[src/rtl/ocp_pkg.sv]
package ocp_pkg;
  typedef enum logic [1:0] {
    OUT_NONE  = 2'd0,
    OUT_CLEAN = 2'd1,
    OUT_OC    = 2'd2
  } outcome_e;
endpackage

[src/rtl/ocp_blank_timer.sv]
module ocp_blank_timer #(
  parameter int BLANK_CYC = 25
) (
  input  logic clk_i,
  input  logic rst_ni,
  input  logic clr_i,
  input  logic run_i,
  output logic done_o
);
  localparam int CNT_W = $clog2(BLANK_CYC + 1);

  logic [CNT_W-1:0] cnt_q;

  assign done_o = (cnt_q == CNT_W'(BLANK_CYC));

  always_ff @(posedge clk_i or negedge rst_ni) begin
    if (!rst_ni)              cnt_q <= '0;
    else if (clr_i)           cnt_q <= '0;
    else if (run_i && !done_o) cnt_q <= cnt_q + 1'b1;
  end
endmodule

[src/rtl/ocp_skip_ctrl.sv]
module ocp_skip_ctrl
  import ocp_pkg::*;
#(
  parameter int MAX_SKIP = 7
) (
  input  logic                             clk_i,
  input  logic                             rst_ni,
  input  logic                             tick_i,
  input  outcome_e                         outcome_i,
  output logic                             skipping_o,
  output logic [$clog2(MAX_SKIP+1)-1:0]    level_o
);
  localparam int LVL_W = $clog2(MAX_SKIP + 1);

  logic [LVL_W-1:0] level_q, level_up, skip_left_q;
  logic             skipping_q;

  assign level_up   = (level_q == LVL_W'(MAX_SKIP)) ? level_q : level_q + 1'b1;
  assign skipping_o = skipping_q;
  assign level_o    = level_q;

  always_ff @(posedge clk_i or negedge rst_ni) begin
    if (!rst_ni) begin
      level_q     <= '0;
      skip_left_q <= '0;
      skipping_q  <= 1'b0;
    end else if (tick_i) begin
      if (skipping_q) begin
        if (skip_left_q != '0) skip_left_q <= skip_left_q - 1'b1;
        else                   skipping_q  <= 1'b0;
      end else if (outcome_i == OUT_OC) begin
        level_q     <= level_up;
        skipping_q  <= 1'b1;
        skip_left_q <= level_up - 1'b1; // current tick starts the first skip
      end else if (outcome_i == OUT_CLEAN && level_q != '0) begin
        level_q <= level_q - 1'b1;
      end
    end
  end
endmodule

[src/rtl/ocp_pulse_limiter.sv]
module ocp_pulse_limiter
  import ocp_pkg::*;
#(
  parameter int BLANK_CYC = 25,
  parameter int MAX_SKIP  = 7
) (
  input  logic clk_i,
  input  logic rst_ni,
  input  logic cycle_tick_i,
  input  logic pwm_req_i,
  input  logic oc_flag_i,
  output logic drive_o
);
  localparam int LVL_W = $clog2(MAX_SKIP + 1);

  logic             skipping, blank_done, drive_en, oc_cut;
  logic             term_q, clean_q;
  logic [LVL_W-1:0] level;
  outcome_e         outcome;

  assign drive_en = pwm_req_i & ~cycle_tick_i & ~skipping & ~term_q;
  assign oc_cut   = drive_en & blank_done & oc_flag_i;
  assign drive_o  = drive_en & ~oc_cut;

  ocp_blank_timer #(.BLANK_CYC(BLANK_CYC)) u_blank (
    .clk_i (clk_i),
    .rst_ni(rst_ni),
    .clr_i (cycle_tick_i),
    .run_i (drive_en),
    .done_o(blank_done)
  );

  // per-period evaluation result
  always_ff @(posedge clk_i or negedge rst_ni) begin
    if (!rst_ni) begin
      term_q  <= 1'b0;
      clean_q <= 1'b0;
    end else if (cycle_tick_i) begin
      term_q  <= 1'b0;
      clean_q <= 1'b0;
    end else begin
      if (oc_cut) term_q <= 1'b1;
      if (drive_en && blank_done && !oc_flag_i) clean_q <= 1'b1;
    end
  end

  always_comb begin
    if (term_q)       outcome = OUT_OC;
    else if (clean_q) outcome = OUT_CLEAN;
    else              outcome = OUT_NONE;
  end

  ocp_skip_ctrl #(.MAX_SKIP(MAX_SKIP)) u_skip (
    .clk_i     (clk_i),
    .rst_ni    (rst_ni),
    .tick_i    (cycle_tick_i),
    .outcome_i (outcome),
    .skipping_o(skipping),
    .level_o   (level)
  );
endmodule

[config.mk]
export PLATFORM = sky130hd
export DESIGN_NAME = ocp_pulse_limiter
export DESIGN_NICKNAME = d
export VERILOG_FILES = /design/src/rtl/ocp_pkg.sv /design/src/rtl/ocp_blank_timer.sv /design/src/rtl/ocp_skip_ctrl.sv /design/src/rtl/ocp_pulse_limiter.sv
export SDC_FILE = /design/constraint.sdc
export NUM_CORES = 1
export LEC_CHECK = 0
export ABC_AREA = 1
export BUFFER_PORTS_ARGS = -buffer_cell sky130_fd_sc_hd__buf_2
export CAP_MARGIN = 20
export CORE_UTILIZATION = 30
export CTS_CLUSTER_DIAMETER = 150
export DETAILED_ROUTE_END_ITERATION = 6
export MAX_ROUTING_LAYER = met4
export SLEW_MARGIN = 10
export SYNTH_ARGS = -nofsm -noshare
export SYNTH_HDL_FRONTEND = slang
export SYNTH_SLANG_ARGS = --single-unit
export TNS_END_PERCENT = 1
[constraint.sdc]
create_clock -name clk_i -period 1.75 [get_ports clk_i]
set_input_delay 0.0875 -clock clk_i [delete_from_list [all_inputs] [get_ports clk_i]]
set_output_delay 0.0875 -clock clk_i [all_outputs]
set_load 0.02 [all_outputs]
==> results.md <==
- Drt pass-1 iters: 4
- PwrDens: 849.2 nW/µm²
- Startpoint Class: flip-flop
- Status: finished clean
- Gp weighted congestion: 0.8639
- Initial antenna violation count: 0
- Nets@finish: 160
- Worst hold path depth: 3
- Crit path from: u_skip.level_o[0]
- Initial drt markers: 13
- IO buf count: 5
- TritonCTS Buffers: 3
- Synth Warn #: 0
- Boundary Pins: 6
- Actual slew at the worst max-slew pin: 0.3341 ns
- DR top layer: met4
- Grt total ovfl: 0
- Commonest non-fill, non-tap cell in the layout: nand2_1
- Starting Density: 0.3211
- Wire length on met2: 933 µm
- Clk pin slew, worst setup/hold paths: 0.08 ns
- GRT Total Usage: 0.1324
- Final number of max-transition violations: 0
- Clock Sinks: 14
- Critical path class: reg2reg
- Post-Syn Area: 988.4 µm²
- Seq/Total Area, Yosys: 0.3544
- Highest Clock Rate: 0.6144 GHz
- DRC viols: 0
- P_leak: 0.6137 nW
- HP Class: in2reg
- Syn avg cell area: 7.010 µm²
- Layout cells sized above 1: 0.1088
- CP max FO: 4
- Full die area: 3528 µm²
- Largest net degree at the start of global routing: 15
- Setup TNS: 0 ns
- R2R setup slack: 0.12 ns
- Crit end category: flip-flop
- Commonest cells after routing, fill and taps aside: 57 x nand2_1, 18 x inv_1, 15 x nand3_1
- Final worst setup slack: 0.1224 ns
- N_diodes: 0
- Hold Path End: term_q
- Root Driver: clkbuf_4
- Unrepaired setup endpoints after global routing: true
- Worst R2R End: u_skip.skip_left_q[2]
- First-pass GRT wire length: 3519 µm
- Crit path time final: 1.628 ns
- Routed WL: 1855 µm
- Final period utilization: 0.9301
- R2R Path Start: u_skip.level_o[0]
- Crit path required time: 1.92 ns
- Routed len/inst: 9.712 µm
- Longest Clk Path Bufs: 2
- Core area: 3078 µm²
- Peak supply drop: 0.4073 mV
- Final setup viols: 0
- Util after Layout: 0.3508
- Area grow syn2layout: 9.241%
- CTS tree: built
- Syn Nets: 152
- Site Rows: 20
- Maxcap violations: 0
- R2R depth: 11
- Worst skew pair latency: 0.28 ns
- Post-placement setup slack: 0.1261 ns
- Hold Crit Start: oc_flag_i
- Synth unique cells: 20
- Chip width: 59.40 µm
- HPWL Detailed: 1430 µm
- Wire length on met1: 863 µm
- Post-CTS Setup Inserts: 0
- Die Ht: 59.40 µm
- Skew final: 0.004715 ns
- Hold Vio Cnt, Final: 0
- H-Tree Depth: 1
- Slew headroom: 0.7772
- Synth Register Bits: 14
- DR WL met3: 30 µm
- Mapped Cells: 141
- Vias in the first global route: 884
- Arrival time worst endpoint: 1.80 ns
- Vias/cell: 4.424
- ANT nets after route: 0
- Routed vias: 845
[routing by layer]
| layer | vias to the layer above | track usage |
|---|---|---|
| met3 | 4 | 0.01747 |
| met4 | 0 | 0.06122 |
| met5 | - | - |
| met2 | 7 | 0.2360 |
| li1 | 448 | - |
| met1 | 386 | 0.1446 |
[stage by stage]
step	std cells	total power [W]	instance area (µm²)	hold slack, ns
after floorplan	141	0.0006647	988.4	-0.2081
after global placement	187	0.0007202	1047	0.0001713
after detailed placement	187	0.0007340	1047	0.007528
after CTS	191	0.0009226	1080	0.1010
after global routing	191	0.0009977	1080	0.1068
final	191	0.0009169	1080	0.09350
[sequential cells by signal, indices dropped and copies added (netlist names)]
| register | count |
|---|---|
| term_q | 1 |
| u_skip.skip_left_q | 3 |
| u_skip.skipping_o | 1 |
| u_skip.level_o | 3 |
| clean_q | 1 |
| u_blank.cnt_q | 5 |
[area by class of cell]
cell class              count  area (µm²)
fillers                   329        1998
multi-input cells         103       533.0
flip-flops and latches     14       350.3
inverters                  21       83.83
well taps                  44       55.05
repair buffers              6       35.03
clock buffers               3       22.52
[how the worst max path moves through the flow]
stage,end,slack [ns],depth (start not counted)
after floorplan,u_skip.skip_left_q[2],0.28,11
after global placement,u_skip.skip_left_q[2],0.20,11
after detailed placement,u_skip.skip_left_q[1],0.13,9
after CTS,u_skip.skip_left_q[2],0.12,11
after global routing,u_skip.skip_left_q[2],-0.04,11
final,u_skip.skip_left_q[2],0.12,11
[cell usage after synthesis, drive strengths merged]
cell    count  area share
nand2      60        0.25
ha          6       0.076
nand4       4       0.032
clkinv      1      0.0089
nor2        9       0.051
o22ai       1      0.0063
o21ai       3       0.015
inv        20       0.076
dfrtp      14        0.35
buf         3       0.022
nand3      15       0.076
xor2        1      0.0089
a21oi       2       0.010
or2         1      0.0063
a21boi      1      0.0076
[critical path, cell delays in order (launching register included)]
cell and delay, ns:
dfrtp_1 0.40, inv_1 0.11, ha_1 0.30, inv_1 0.07, nand2_1 0.07, nand2_1 0.07, nand2_1 0.04, o21ai_0 0.07
ha_1 0.19, nand3_1 0.08, nand3_1 0.08, nand2_1 0.05
[power breakdown]
part	internal, W	total, W	switching, W
Combinational	0.000115	0.000309	0.000194
Sequential	0.000376	0.000424	0.0000479
Clock	0.0000798	0.000183	0.000104
[cell families after synthesis]
kind of cell / after synthesis / share of synthesized area
AO/OA/AOI/OAI: 7 / 0.03924
adder cells (fa/ha/maj): 6 / 0.07595
XOR/XNOR: 1 / 0.008862
buffers and inverters: 24 / 0.1063
AND/OR/NAND/NOR: 89 / 0.4152
flip-flops: 14 / 0.3544
[repair_timing]
item | in CTS | in global routing
hold buffers | 1 | 0
endpoints found under the hold margin | 14 | 0
endpoints found under the setup margin | 0 | 2
gates resized for setup | 0 | 1
Note: power is estimated with default switching activity, not from simulation.
